$ cat config.mk
export PLATFORM = sky130hd
export DESIGN_NAME = amem_rd_ctrl
export DESIGN_NICKNAME = d
export VERILOG_FILES = /design/src/rtl/amem_pkg.sv /design/src/rtl/amem_rdy_sync.sv /design/src/rtl/amem_down_cnt.sv /design/src/rtl/amem_sat_cnt.sv /design/src/rtl/amem_rd_ctrl.sv
export SDC_FILE = /design/constraint.sdc
export NUM_CORES = 1
export LEC_CHECK = 0
export BUFFER_PORTS_ARGS = -buffer_cell sky130_fd_sc_hd__buf_2
export CAP_MARGIN = 20
export CORE_MARGIN = 2
export CORE_UTILIZATION = 40
export DETAILED_ROUTE_END_ITERATION = 10
export GPL_TIMING_DRIVEN = 0
export MAX_ROUTING_LAYER = met4
export PLACE_DENSITY_LB_ADDON = 0.15
export SLEW_MARGIN = 20
export SYNTH_ARGS = -nofsm -noshare
export SYNTH_HDL_FRONTEND = slang
export SYNTH_SLANG_ARGS = --single-unit
$ cat constraint.sdc
create_clock -name clk -period 2.16 [get_ports clk]
set_clock_uncertainty 0.1 [all_clocks]
set_input_delay 0.216 -clock clk [delete_from_list [all_inputs] [get_ports clk]]
set_output_delay 0.216 -clock clk [all_outputs]
set_load 0.03 [all_outputs]
$ cat src/rtl/amem_pkg.sv
package amem_pkg;

    // Controller phases for one 32-bit read.
    typedef enum logic [1:0] {
        ST_IDLE   = 2'd0,
        ST_ACCESS = 2'd1,
        ST_TURN   = 2'd2,
        ST_DONE   = 2'd3
    } amem_state_e;

    // Depth of the ready synchronizer.
    localparam int SYNC_STAGES = 2;

endpackage

$ cat src/rtl/amem_rdy_sync.sv
module amem_rdy_sync #(
    parameter int STAGES = 2
) (
    input  logic clk,
    input  logic rst_n,
    input  logic async_in,
    output logic sync_out
);

    generate
        if (STAGES < 2) begin : g_single
            logic q;
            always_ff @(posedge clk or negedge rst_n) begin
                if (!rst_n) q <= 1'b0;
                else        q <= async_in;
            end
            assign sync_out = q;
        end else begin : g_chain
            logic [STAGES-1:0] sh;
            always_ff @(posedge clk or negedge rst_n) begin
                if (!rst_n) sh <= '0;
                else        sh <= {sh[STAGES-2:0], async_in};
            end
            assign sync_out = sh[STAGES-1];
        end
    endgenerate

endmodule

$ cat src/rtl/amem_down_cnt.sv
module amem_down_cnt #(
    parameter int W = 6
) (
    input  logic         clk,
    input  logic         rst_n,
    input  logic         load,
    input  logic [W-1:0] load_val,
    input  logic         dec,
    output logic [W-1:0] value,
    output logic         zero
);

    always_ff @(posedge clk or negedge rst_n) begin
        if (!rst_n)          value <= '0;
        else if (load)       value <= load_val;
        else if (dec && !zero) value <= value - 1'b1;
    end

    assign zero = (value == '0);

endmodule

$ cat src/rtl/amem_sat_cnt.sv
module amem_sat_cnt #(
    parameter int W = 7
) (
    input  logic         clk,
    input  logic         rst_n,
    input  logic         clr,
    input  logic         inc,
    output logic [W-1:0] value
);

    always_ff @(posedge clk or negedge rst_n) begin
        if (!rst_n)                   value <= '0;
        else if (clr)                 value <= '0;
        else if (inc && value != '1)  value <= value + 1'b1;
    end

endmodule

$ cat src/rtl/amem_rd_ctrl.sv
module amem_rd_ctrl
    import amem_pkg::*;
#(
    parameter int AW  = 23,
    parameter int DW  = 16,
    parameter int WSW = 6,
    parameter int TW  = 3
) (
    input  logic            clk,
    input  logic            rst_n,
    input  logic            req_vld,
    input  logic [AW-1:0]   req_addr,
    output logic            req_rdy,
    input  logic [WSW-1:0]  cfg_wait,
    input  logic [TW-1:0]   cfg_oe_setup,
    input  logic [TW-1:0]   cfg_oe_hold,
    input  logic [TW-1:0]   cfg_adv_hold,
    input  logic [TW-1:0]   cfg_turn,
    input  logic            cfg_hs_en,
    output logic            cfg_err,
    output logic            ext_cs_n,
    output logic            ext_adv_n,
    output logic            ext_oe_n,
    output logic [1:0]      ext_be_n,
    output logic [AW:0]     ext_addr,
    output logic            ext_dir,
    input  logic [DW-1:0]   ext_din,
    input  logic            ext_rdy,
    output logic [2*DW-1:0] rd_data,
    output logic            rd_done
);

    localparam int MW = (WSW > TW) ? WSW : TW;
    localparam int EW = MW + 1;

    function automatic logic [EW-1:0] ext_t(input logic [TW-1:0] v);
        return {{(EW-TW){1'b0}}, v};
    endfunction

    function automatic logic [EW-1:0] ext_w(input logic [WSW-1:0] v);
        return {{(EW-WSW){1'b0}}, v};
    endfunction

    amem_state_e st_q, st_d;

    // Per-request copy of the timing fields.
    logic [AW-1:0]  addr_q;
    logic [WSW-1:0] wait_q;
    logic [TW-1:0]  setup_q, hold_q, adv_q, turn_q;
    logic           hs_q;
    logic           half_q;
    logic [DW-1:0]  lo_q, hi_q;
    logic           err_q;

    logic           rdy_s;
    logic [WSW-1:0] rem;
    logic           rem_zero;
    logic [EW-1:0]  el;
    logic [TW-1:0]  gap;
    logic           gap_zero;

    logic tr_accept, tr_half_end, tr_gap_end, tr_word_end;
    logic acc_done, acc_load;
    logic adv_on, oe_on;

    // Transition conditions.
    assign tr_accept   = (st_q == ST_IDLE) && req_vld;
    assign acc_done    = (st_q == ST_ACCESS) && rem_zero && (!hs_q || rdy_s);
    assign tr_half_end = acc_done && !half_q;
    assign tr_word_end = acc_done && half_q;
    assign tr_gap_end  = (st_q == ST_TURN) && gap_zero;
    assign acc_load    = tr_accept || tr_gap_end;

    amem_rdy_sync #(.STAGES(SYNC_STAGES)) u_sync (
        .clk      (clk),
        .rst_n    (rst_n),
        .async_in (ext_rdy),
        .sync_out (rdy_s)
    );

    // Remaining wait states of the current access.
    amem_down_cnt #(.W(WSW)) u_wait (
        .clk      (clk),
        .rst_n    (rst_n),
        .load     (acc_load),
        .load_val (tr_accept ? cfg_wait : wait_q),
        .dec      (st_q == ST_ACCESS),
        .value    (rem),
        .zero     (rem_zero)
    );

    // Cycles elapsed since chip select went active.
    amem_sat_cnt #(.W(EW)) u_elapsed (
        .clk   (clk),
        .rst_n (rst_n),
        .clr   (acc_load),
        .inc   (st_q == ST_ACCESS),
        .value (el)
    );

    // Idle gap between the halves.
    amem_down_cnt #(.W(TW)) u_gap (
        .clk      (clk),
        .rst_n    (rst_n),
        .load     (tr_half_end),
        .load_val (turn_q),
        .dec      (st_q == ST_TURN),
        .value    (gap),
        .zero     (gap_zero)
    );

    // State register.
    always_ff @(posedge clk or negedge rst_n) begin
        if (!rst_n) st_q <= ST_IDLE;
        else        st_q <= st_d;
    end

    // Next state.
    always_comb begin
        st_d = st_q;
        unique case (st_q)
            ST_IDLE: begin
                if (tr_accept) st_d = ST_ACCESS;
            end
            ST_ACCESS: begin
                if (tr_half_end)      st_d = ST_TURN;
                else if (tr_word_end) st_d = ST_DONE;
            end
            ST_TURN: begin
                if (tr_gap_end) st_d = ST_ACCESS;
            end
            ST_DONE: begin
                st_d = ST_IDLE;
            end
            default: st_d = ST_IDLE;
        endcase
    end

    // Request capture, half select and data capture.
    always_ff @(posedge clk or negedge rst_n) begin
        if (!rst_n) begin
            addr_q  <= '0;
            wait_q  <= '0;
            setup_q <= '0;
            hold_q  <= '0;
            adv_q   <= '0;
            turn_q  <= '0;
            hs_q    <= 1'b0;
            half_q  <= 1'b0;
            lo_q    <= '0;
            hi_q    <= '0;
        end else begin
            if (tr_accept) begin
                addr_q  <= req_addr;
                wait_q  <= cfg_wait;
                setup_q <= cfg_oe_setup;
                hold_q  <= cfg_hs_en ? '0 : cfg_oe_hold;
                adv_q   <= cfg_adv_hold;
                turn_q  <= cfg_turn;
                hs_q    <= cfg_hs_en;
                half_q  <= 1'b0;
            end
            if (tr_half_end) begin
                lo_q   <= ext_din;
                half_q <= 1'b1;
            end
            if (tr_word_end) begin
                hi_q <= ext_din;
            end
        end
    end

    // Configuration check on the live fields.
    always_ff @(posedge clk or negedge rst_n) begin
        if (!rst_n) err_q <= 1'b0;
        else        err_q <= cfg_hs_en && (cfg_oe_hold != '0);
    end

    assign cfg_err = err_q;
    assign rd_data = {hi_q, lo_q};

    assign adv_on = (el <= ext_t(adv_q));
    assign oe_on  = (el >= ext_t(setup_q)) && (ext_w(rem) >= ext_t(hold_q));

    // Outputs decoded from the state.
    always_comb begin
        req_rdy   = 1'b0;
        rd_done   = 1'b0;
        ext_cs_n  = 1'b1;
        ext_adv_n = 1'b1;
        ext_oe_n  = 1'b1;
        ext_be_n  = 2'b11;
        ext_addr  = '0;
        ext_dir   = 1'b1;
        unique case (st_q)
            ST_IDLE: begin
                req_rdy = 1'b1;
            end
            ST_ACCESS: begin
                ext_cs_n  = 1'b0;
                ext_be_n  = 2'b00;
                ext_addr  = {addr_q, half_q};
                ext_adv_n = !adv_on;
                ext_oe_n  = !oe_on;
                ext_dir   = !oe_on;
            end
            ST_TURN: begin
                ext_cs_n = 1'b1;
            end
            ST_DONE: begin
                rd_done = 1'b1;
            end
            default: begin
                req_rdy = 1'b0;
            end
        endcase
    end

endmodule

== Yosys cells after proc, flatten, opt, wreduce, memory -nomap -nowiden ==
Index checks and enable logic that the tools add are counted.

* Register bits after elaboration: 96
* Word-level logic and storage cells: 79

* Magnitude comparators: 3
* Eq/ne operators: 7
* Add/subtract/negate cells: 3
* Muxes and demuxes: 22
* Reductions and logical operators: 28

{| class="wikitable"
|+ Operators by type and width
! kind !! count
|-
| $mux W24 || 1
|-
| $mux W6 || 3
|-
| $mux W7 || 2
|-
| $logic_and A1 B1 Y1 || 11
|-
| $mux W2 || 5
|-
| $mux W3 || 3
|-
| $pmux W2 S4 || 1
|-
| $reduce_bool A2 Y1 || 4
|-
| $add A7 B1 Y7 const B || 1
|-
| $ge A7 B3 Y1 || 1
|-
| $le A7 B3 Y1 || 1
|-
| $mux W1 || 7
|-
| $ne A7 B7 Y1 const B || 1
|-
| $ge A6 B3 Y1 || 1
|-
| $logic_not A1 Y1 || 6
|-
| $logic_not A6 Y1 || 1
|-
| $sub A6 B1 Y6 const B || 1
|-
| $eq A2 B2 Y1 const B || 2
|-
| $ne A2 B2 Y1 const B || 2
|-
| $logic_not A3 Y1 || 1
|-
| $ne A3 B3 Y1 const B || 1
|-
| $reduce_and A3 Y1 || 1
|-
| $reduce_bool A3 Y1 || 1
|-
| $sub A3 B1 Y3 const B || 1
|-
| 3 further kinds || 4
|}

== Longest topological paths before layout ==
Gate-level depths: netlist (run 1).

* Word-level depth: 7
* Gate-level depth with buffers: 8
* Gate-level depth less buffers: 6

== Hierarchy ==
A second synthesis (run 1) with hierarchy kept.

* Cell total of the unflattened synthesis: 426
* Area total of the unflattened synthesis: 4,499.3 sq um

{| class="wikitable"
|+ Modules (own cells, without submodules)
! module !! area each (sq um) !! sequential area each (sq um) !! cells an instance !! times used
|-
| amem_rd_ctrl || 3,430.8 || 1,951.9 || 320 || 1
|-
| amem_sat_cnt || 427.9 || 175.2 || 41 || 1
|-
| amem_down_cnt (u_wait) || 395.4 || 150.1 || 44 || 1
|-
| amem_down_cnt (u_gap) || 195.2 || 75.1 || 19 || 1
|-
| amem_rdy_sync || 50.0 || 50.0 || 2 || 1
|}

== Least setup slack after synthesis (run 1) ==
OpenSTA, ideal clock, no wires.

* Kind: reg2reg
* Start point: register u_wait.value[0]
* End point: register hi_q[10]
* Cell stages (with the launch flop): 9
* Data arrival time: 1,795 ps
* Path buffers: 2
* Clock period less this slack: 2,021 ps
* Setup slack: 139 ps
* Library setup time: 125 ps
* Cell sequence: dfrtp_1 > inv_1 > ha_1 > and2b_2 > o2111ai_2 > or2_1 > buf_6 > buf_12 > mux2_4

* Cells in the longest elaborated chain, start to end: 4

{| class="wikitable"
|+ RTL lines
! element !! RTL line !! source
|-
| start: declaration || amem_down_cnt.sv:9 || <nowiki>output logic [W-1:0] value,</nowiki>
|-
| start signal: assignment || amem_down_cnt.sv:15 || <nowiki>else if (load) value <= load_val;</nowiki>
|-
| start signal: assignment || amem_down_cnt.sv:16 || <nowiki>else if (dec && !zero) value <= value - 1'b1;</nowiki>
|-
| $logic_not A6 Y1 || amem_down_cnt.sv:19 || <nowiki>assign zero = (value == '0);</nowiki>
|-
| $logic_and A1 B1 Y1 (2 in series) || amem_rd_ctrl.sv:68 || <nowiki>assign acc_done = (st_q == ST_ACCESS) && rem_zero && (!hs_q || rdy_s);</nowiki>
|-
| $logic_and A1 B1 Y1 || amem_rd_ctrl.sv:70 || <nowiki>assign tr_word_end = acc_done && half_q;</nowiki>
|-
| end signal: assignment || amem_rd_ctrl.sv:168 || <nowiki>hi_q <= ext_din;</nowiki>
|-
| end: declaration || amem_rd_ctrl.sv:52 || <nowiki>logic [DW-1:0] lo_q, hi_q;</nowiki>
|}

No other way between the ends.
A chain may end at the register's enable or synchronous reset.

== Worst setup path after layout (run 1) ==
* Start point: register u_wait.value[0]
* End point: output port ext_oe_n

* Cells in the longest elaborated chain, start to end: 4

{| class="wikitable"
|+ RTL lines
! element !! RTL line !! source
|-
| $ge A6 B3 Y1 || amem_rd_ctrl.sv:183 || <nowiki>assign oe_on = (el >= ext_t(setup_q)) && (ext_w(rem) >= ext_t(hold_q));</nowiki>
|-
| $logic_and A1 B1 Y1 || amem_rd_ctrl.sv:183 ||
|-
| $logic_not A1 Y1 || amem_rd_ctrl.sv:204 || <nowiki>ext_oe_n = !oe_on;</nowiki>
|-
| $mux W1 || amem_rd_ctrl.sv:195 || <nowiki>unique case (st_q)</nowiki>
|-
| end: declaration || amem_rd_ctrl.sv:23 || <nowiki>output logic ext_oe_n,</nowiki>
|}

No other way between the ends.

==> flow_summary.yaml, run 1 <==
run_status:
  status: "finished, violations left"
  violations: "setup timing"
layout:
  postLayoutCoreUtil: 0.585
  layout_common_cells: "buf_2 (127), nand2_1 (105), dfrtp_1 (95)"
  final_common_cell: "buf_2"
  layout-drive-gt1-share: 0.376
  final_cells: 762
  area_growth_pct: 43.1
  fillers: 949
  regArea_um2: 2400
  multi_input_area_um2: 1900
  fin_nets: 693
  diodes: 0
  final_cell_area_um2: 6340
clock_tree:
  clk_latency_ns: 0.37
  cts_root_buffer: "clkbuf_8"
  clockBufferDepth: 2
  path_clk_slew_ns: 0.09
  cts_tree: "built"
  htreeDepth: 3
  cts_buffers: 9
  clock-sinks: 96
floorplan:
  die_h_um: 109
  row_count: 38
  pin_count: 127
  start_util: 0.409
  die_w_um: 109
  core-area_um2: 10800
  dieArea_um2: 11900
pwr:
  power.density_nw_per_um2: 1470
  ir_drop_v: 0.00109
  p_leak_uw: 0.00320
placement:
  io_buffers: 126
  pre_cts_ws_ns: -0.117
  dpl_cell_area_um2: 5270
  routabilityCongestion: 0.806
  hpwlAfterDp_mm: 7.08
  placedCellCount: 675
timing:
  hold_viol: 0
  setup_tns_ns: -0.158
  timing.final.ws_setup_ns: -0.0959
  slew_headroom: 0.637
  min_period_over_period: 1.04
  rsz0062_at_grt: "yes"
  min_period_ns: 2.26
  slew_violations: 0
  final-setup-viol-count: 3
  tightest_slew_ns: 0.531
  max_freq_ghz: 0.443
setup_path:
  critPathBufInv: 4
  startpoint_type: "flop"
  crit_slowest_cell: "dfrtp_1"
  path_max_fanout: 3
  path_delay_family: "compound AO/OA/AOI/OAI gates"
  required_ns: 1.84
  end_kind: "primary output"
  cp_cell_sequence: "inv_2 > ha_1 > inv_1 > a21boi_1 > o21ai_1 > a221o_1 > buf_4 > buf_6"
  critical_path_class: "flop to primary output"
  worstPathArrival_ns: 1.94
  critPathMaxStageDelay_ns: 0.39
grt:
  grt_pass1_wl_mm: 17.3
  grt_pass1_vias: 3633
  grt_overflow_total: 0
  antenna_found_initial: 0
  grt_max_degree: 57
  grtUsageTotal: 0.194
synthesis:
  synth_cell_type_count: 46
  synthArstFlopShare: 1.00
  syn_inst: 408
  synthesis.area_um2: 4430
  ys_ff_latch: 96
  synth_edf_count: 0
  synth-seq-area-share: 0.542
  synthFlopType: "dfrtp_1"
  yosysWarnings: 0
  syn-num-nets: 484
  syn_area_per_cell_um2: 10.9
hold_path:
  hp-class: "primary input to flop"
routing:
  routed_wirelength_mm: 10.7
  drt_pass1_iterations: 4
  wl_per_cell_um: 14.0
  drtAntennaViolNets: 0
  drc: 0
  num_vias: 3588
  vias_per_cell: 4.71
  first_iter_violations: 159
flow_run:
  maxCapViolations: 0
## path summary, 6_finish.rpt
check / slack (ns) / endpoint / depth (start not counted) / startpoint
min in group asynchronous: 0.22 / wait_q[2]$_DFF_PN0_ / 2 / rst_n
hold reg to reg: 0.26 / u_sync.g_chain.sh[1]$_DFF_PN0_ / 0 / u_sync.g_chain.sh[0]$_DFF_PN0_
hold / removal: 0.04 / hold_q[1]$_DFFE_PN0P_ / 3 / cfg_oe_hold[1]
setup / recovery: -0.1 / ext_oe_n / 8 / u_wait.value[0]$_DFFE_PN0P_
max in group asynchronous: 1.14 / lo_q[4]$_DFFE_PN0P_ / 3 / rst_n
setup reg to reg: 0.03 / hi_q[8]$_DFFE_PN0P_ / 6 / u_wait.value[3]$_DFFE_PN0P_
## cells by family after synthesis
family	Yosys count	synth area share
adder cells (fa/ha/maj)	14	0.0395
AND/OR/NAND/NOR	165	0.174
buffers and inverters	39	0.0463
multiplexers	42	0.115
flip-flops	96	0.542
AO/OA/AOI/OAI	45	0.0691
XOR/XNOR	7	0.0138
## power breakdown
group	internal [uW]	switching [uW]
Clock	918	613
Combinational	1970	2780
Sequential	2600	470
Total	5480	3870
## layer usage
metal / global-route usage / vias up / routed length, um
met2: 0.310 / 106 / 5170
met5: - / - / 0
met1: 0.244 / 1707 / 4790
met4: 0.0769 / 0 / 190
li1: - / 1758 / -
met3: 0.0395 / 17 / 527
## flip-flops by register name, summed over array words and instances, names as in the netlist, 3 cells and up
register and flops:
adv_q 3, turn_q 3, wait_q 6, hi_q 16, u_wait.value 6, setup_q 3
u_gap.value 3, addr_q 23, hold_q 3, u_elapsed.value 7, lo_q 16
## what timing repair did
action / in CTS / in global routing
buffers inserted: 8 / 3
endpoints found under the hold margin: 112 / 0
hold buffers: 59 / 0
endpoints found under the setup margin: 56 / 56
gates cloned: 0 / 1
gates resized for setup: 22 / 21
pin swaps: 3 / 5
## cell type report
| class | instances | share of cell area |
|---|---|---|
| timing repair buffer | 198 | 0.215 |
| buffer | 22 | 0.0258 |
| sequential | 96 | 0.379 |
| clock buffer | 11 | 0.0223 |
| clock inverter | 5 | 0.0201 |
| tap | 140 | 0.0276 |
| multi-input combinational | 273 | 0.300 |
| inverter | 17 | 0.0107 |
## synth_stat cells, types with 4 or more instances
library cell,count,share of area
nand3b_1,5,0.0085
nor2_1,11,0.0093
dfrtp_1,96,0.54
a21oi_1,7,0.0079
inv_1,17,0.014
clkbuf_1,7,0.0059
nand2_1,105,0.089
ha_1,14,0.040
buf_2,8,0.0090
a211oi_1,4,0.0068
xnor2_1,7,0.014
mux2_2,31,0.079
and2_1,24,0.034
o21ai_0,17,0.019
buf_4,4,0.0068
mux2_4,10,0.034
## worst min-delay path: cells and delay by family
| family | cells | cell delay, ns |
|---|---|---|
| AO/OA/AOI/OAI | 1 | 0.07 |
| buffers and inverters | 1 | 0.10 |
| AND/OR/NAND/NOR | 1 | 0.09 |
## stage by stage
| stage | hold WS [ns] | total power (uW) |
|---|---|---|
| global placement | 0.230 | 7260 |
| floorplan | -0.180 | 6150 |
| CTS | 0.0149 | 9280 |
| global route | 0.0406 | 10000 |
| detailed placement | 0.0578 | 7360 |
| finish | 0.0407 | 9350 |
Power figures use the tool's default switching activity.
==> run 2: changes to the inputs <==
Settings changed: BUFFER_PORTS_ARGS -buffer_cell sky130_fd_sc_hd__buf_2 to default, DONT_BUFFER_PORTS from default to 1.
==> run 2 against run 1 <==
The run ends with hold timing, setup timing left. Critical endpoint unchanged. Setup slack got worse by 0.061 ns. Via count down 12%. Flip-flop and latch count unchanged. Hold slack worse by 0.63 ns. Sequential power rose by 20%. Core utilization fell by 7.1 points. Count of clock-buffer cells in the layout did not move. Global-route usage fell by 0.75 points. Register-to-register slack lost 0.04 ns. Total power shrank 11%. Clock power shrank 24%.
==> flow_summary.yaml, run 2 (synthesis gave the netlist of run 1 again) <==
run_status:
  status: "finished, violations left"
  violations: "hold timing, setup timing"
setup_path:
  end_kind: "primary output"
  startpoint_type: "flop"
  reg2reg_slack_ns: -0.01
  path_max_fanout: 3
  worstPathArrival_ns: 2.00
  rr_worst_depth: 7
  r2r-start: "st_q[1]$_DFFE_PN0P_"
  critical_path_class: "flop to primary output"
  critPathMaxStageDelay_ns: 0.49
  cp_cell_sequence: "inv_2 > ha_1 > inv_1 > a21boi_1 > o21ai_1 > a221o_2 > buf_6"
  crit_slowest_cell: "a221o_2"
  worstSetupEndpoint: "ext_oe_n"
  cp-startpoint: "u_wait.value[0]$_DFFE_PN0P_"
  r2r-end: "hi_q[13]$_DFFE_PN0P_"
  required_ns: 1.84
clock_tree:
  clk_latency_ns: 0.39
  cts_buffers: 9
  htreeDepth: 3
  cts_root_buffer: "clkbuf_8"
  clock-sinks: 96
  hold_buffers: 60
  cts_tree: "built"
  path_clk_slew_ns: 0.10
  clockBufferDepth: 2
layout:
  fillers: 974
  largest-register: "addr_q"
  fin_nets: 566
  area_growth_pct: 25.8
  layout_common_cells: "nand2_1 (105), dfrtp_1 (95), dlygate4sd3_1 (60)"
  final_cells: 635
  largest_reg_flops: 23
  layout-drive-gt1-share: 0.255
  diodes: 0
  final_common_cell: "nand2_1"
  largestRegisters: "addr_q (23), hi_q (16), lo_q (16)"
timing:
  min_period_ns: 2.32
  slew_violations: 0
  hold_viol: 96
  min_period_over_period: 1.07
  rsz0062_at_grt: "yes"
  tightest_slew_ns: 0.620
  hold_slack_ns: -0.591
  slew_headroom: 0.585
  final-setup-viol-count: 11
  max_freq_ghz: 0.432
  timing.final.ws_setup_ns: -0.157
routing:
  routed_wirelength_mm: 10.5
  vias_per_cell: 4.97
  drc: 0
  drt-met1-wl_mm: 4.57
  first_iter_violations: 120
  drtAntennaViolNets: 0
  num_vias: 3153
  dr_wl_met3_um: 676
  routed.top_layer: "met4"
  wl_met2_mm: 5.07
  drt_pass1_iterations: 4
  wl_per_cell_um: 16.5
grt:
  grtUsageTotal: 0.187
  grt_pass1_wl_mm: 16.3
  grt_overflow_total: 0
  antenna_found_initial: 0
  grt_pass1_vias: 3366
  grt_max_degree: 97
placement:
  hpwlAfterDp_mm: 6.70
  pre_cts_ws_ns: -0.186
  io_buffers: 0
  placedCellCount: 548
  routabilityCongestion: 0.817
pwr:
  power.density_nw_per_um2: 1490
  power_uw: 8310
  ir_drop_v: 0.000816
  p_leak_uw: 0.00262
floorplan:
  pin_count: 127
  core-area_um2: 10800
  dieArea_um2: 11900
  die_w_um: 109
  die_h_um: 109
  row_count: 38
  start_util: 0.409
hold_path:
  hp-class: "primary input to asynchronous set/reset pin"
flow_run:
  maxCapViolations: 0
## run 2: cell count changes in the layout (fill, tap and decap cells not counted), moves of 2 or more
| cell | delta |
|---|---|
| and2_2 | +20 |
| buf_6 | -3 |
| buf_2 | -123 |
| inv_6 | +2 |
| bufinv_16 | -4 |
| and2_1 | -20 |
## run 2: power breakdown
| part | total [uW] | switching [uW] | internal, uW |
|---|---|---|---|
| registers | 3680 | 1090 | 2590 |
| clock network | 1160 | 673 | 490 |
| logic | 3470 | 1980 | 1480 |
## run 2: through the flow
| stage | area (um2) | utilization | setup TNS [ns] |
|---|---|---|---|
| after floorplan | 4430 | - | 0 |
| after global placement | 4610 | 0.425 | -2.87 |
| after detailed placement | 4610 | 0.425 | -3.32 |
| after CTS | 5510 | 0.508 | -1.54 |
| after global routing | 5580 | 0.515 | -1.13 |
| final | 5580 | 0.515 | -0.224 |
## run 2: timing repair
| action | 4_1_cts | 5_1_grt |
|---|---|---|
| endpoints found under the setup margin | 98 | 99 |
| pin swaps | 1 | 2 |
| gates resized for setup | 34 | 18 |
| hold endpoints to repair | 175 | 96 |
| buffers inserted | 6 | 5 |
| gates cloned | 1 | 0 |
## run 2: worst min-delay path by stage
stage / depth (start not counted) / start / to / slack (ns)
2_1_floorplan: 0 / rst_n / addr_q[0]$_DFFE_PN0P_ / -0.18
3_3_place_gp: 0 / rst_n / wait_q[5]$_DFF_PN0_ / -0.18
3_5_place_dp: 0 / rst_n / wait_q[5]$_DFF_PN0_ / -0.18
4_1_cts: 0 / rst_n / u_gap.value[2]$_DFFE_PN0P_ / -0.61
5_1_grt: 0 / rst_n / u_gap.value[2]$_DFFE_PN0P_ / -0.63
6_report: 0 / rst_n / wait_q[3]$_DFF_PN0_ / -0.59
## run 2: critical path: cells and delay by family, from the launching register on
kind / cells / cell delay [ns]
flip-flops: 1 / 0.39
AO/OA/AOI/OAI: 3 / 0.67
buffers and inverters: 3 / 0.28
adder cells (fa/ha/maj): 1 / 0.27
## run 2: metal layers
layer | vias to the layer above | GRT usage
met3 | 12 | 0.0663
met1 | 1530 | 0.223
met2 | 103 | 0.300
met4 | 0 | 0.0533
li1 | 1508 | -
met5 | - | -
## run 2: area by class of cell
class                      instances  area (um2)  share of cell area
sequential                        96        2400               0.431
clock buffer                      11         151              0.0271
inverter                          17        67.6              0.0121
timing repair buffer              71         683               0.122
buffer                            21         151              0.0271
tap                              140         175              0.0314
clock inverter                     5        38.8             0.00695
multi-input combinational        273        1900               0.341
timing repair inverter             1        5.00            0.000897
==> run 3: changes to the inputs <==
Settings changed: CORE_MARGIN 2 to 8.
==> run 3 against run 2 <==
The flow still finishes with violations (hold timing, setup timing). First-iteration DRC count increased by 23%. Hold slack improved by 0.010 ns. Sequential power about the same. Non-clock buffer count increased by 6. Die area up 23%. Core utilization is 0.99 points higher. Critical path depth did not move. Combinational power grew 3%. Highest routed layer unchanged.
==> flow_summary.yaml, run 3 (synthesis gave the netlist of run 1 again) <==
flow_run:
  maxCapViolations: 0
clock_tree:
  cts_tree: "built"
  clock-sinks: 96
  cts_root_buffer: "clkbuf_8"
  clockBufferDepth: 2
  clk_latency_ns: 0.38
  path_clk_slew_ns: 0.10
  htreeDepth: 3
  cts_buffers: 9
  hold_buffers: 60
layout:
  layout_common_cells: "nand2_1 (105), dfrtp_1 (95), dlygate4sd3_1 (60)"
  layout-drive-gt1-share: 0.267
  regArea_um2: 2400
  fillers: 977
  final_common_cell: "nand2_1"
  largest_reg_flops: 23
  area_growth_pct: 28.3
  largest-register: "addr_q"
  postLayoutCoreUtil: 0.524
  largestRegisters: "addr_q (23), hi_q (16), lo_q (16)"
  fin_nets: 572
  multi_input_area_um2: 1930
  final_cells: 642
setup_path:
  worstPathArrival_ns: 1.97
  required_ns: 1.84
  rr_worst_depth: 9
  startpoint_type: "flop"
  path_max_fanout: 4
  reg2reg_slack_ns: 0.01
  end_kind: "primary output"
  r2r-start: "u_wait.value[0]$_DFFE_PN0P_"
  r2r-end: "hi_q[10]$_DFFE_PN0P_"
  critical_path_class: "flop to primary output"
timing:
  slew_violations: 0
  timing.final.ws_setup_ns: -0.130
  slew_headroom: 0.545
  min_period_over_period: 1.06
  rsz0062_at_grt: "yes"
  tightest_slew_ns: 0.680
  hold_viol: 96
  max_freq_ghz: 0.437
  hold_slack_ns: -0.580
  min_period_ns: 2.29
  final-setup-viol-count: 3
floorplan:
  pin_count: 127
  die_h_um: 121
  start_util: 0.409
  core-area_um2: 10800
  dieArea_um2: 14700
  row_count: 38
  die_w_um: 121
run_status:
  status: "finished, violations left"
  violations: "hold timing, setup timing"
routing:
  vias_per_cell: 5.00
  num_vias: 3213
  first_iter_violations: 147
  drtAntennaViolNets: 0
  drt_pass1_iterations: 4
  wl_per_cell_um: 17.1
  drc: 0
  routed_wirelength_mm: 11.0
hold_path:
  hp-class: "primary input to asynchronous set/reset pin"
grt:
  grt_overflow_total: 0
  grtUsageTotal: 0.161
  grt_pass1_vias: 3486
  grt_pass1_wl_mm: 18.0
  antenna_found_initial: 0
  grt_max_degree: 97
pwr:
  p_leak_uw: 0.00266
  power.density_nw_per_um2: 1500
  ir_drop_v: 0.000839
placement:
  io_buffers: 0
  placedCellCount: 548
  hpwlAfterDp_mm: 7.49
  routabilityCongestion: 0.785
run 3: critical path, stage by stage, from the launching register on:
cell,delay [ns]
dfrtp_1,0.37
inv_2,0.06
ha_1,0.26
inv_1,0.04
a21boi_1,0.13
o21ai_1,0.08
a221o_2,0.47
buf_6,0.18
run 3: worst max path at each step:
stage,start,endpoint,slack [ns],cells past startpoint
final,u_elapsed.value[0]$_DFFE_PN0P_,ext_oe_n,-0.13,7
after CTS,st_q[0]$_DFFE_PN0P_,ext_oe_n,-0.21,6
after detailed placement,u_wait.value[0]$_DFFE_PN0P_,lo_q[2]$_DFFE_PN0P_,-0.13,7
after global routing,u_elapsed.value[4]$_DFFE_PN0P_,ext_oe_n,-0.24,4
after floorplan,u_wait.value[0]$_DFFE_PN0P_,hi_q[10]$_DFFE_PN0P_,0.14,8
after global placement,u_wait.value[0]$_DFFE_PN0P_,lo_q[1]$_DFFE_PN0P_,-0.11,7
run 3: final cells by class:
class	instances	share of cell area
flip-flops and latches	96	0.423
diodes	1	0.000440
clock buffers	10	0.0242
repair inverters	1	0.000880
repair buffers	77	0.128
clock inverters	6	0.0128
well taps	140	0.0308
inverters	17	0.0119
multi-input cells	273	0.340
plain buffers	21	0.0284
run 3: power breakdown:
part / internal (uW) / total (uW) / switching, uW
clock: 583 / 1260 / 678
sequential: 2590 / 3700 / 1110
combinational: 1560 / 3590 / 2030
total: 4730 / 8550 / 3820
run 3: what timing repair did:
action                                  CTS  global route
gates cloned                              1             0
endpoints found under the hold margin   175            96
gates resized for setup                  34            27
endpoints found under the setup margin   58            59
setup buffers                             7            10
pin swaps                                 1            11
run 3: metal layers:
layer  vias to the layer above  track usage  part of all wire
met3                        17       0.0628             0.076
met4                         0       0.0748             0.025
met5                         -            -                 0
met2                       107        0.242              0.47
met1                      1569        0.185              0.43
li1                       1520            -                 -
run 3: stage by stage:
stage               TNS, ns  setup WS, ns  power, uW  cell area (um2)
global route          -1.07        -0.239       9140             5680
finish               -0.182        -0.130       8550             5690
global placement      -2.80        -0.108       6720             4610
floorplan                 0         0.139       6150             4430
detailed placement    -3.56        -0.134       6820             4610
CTS                  -0.901        -0.205       8410             5540
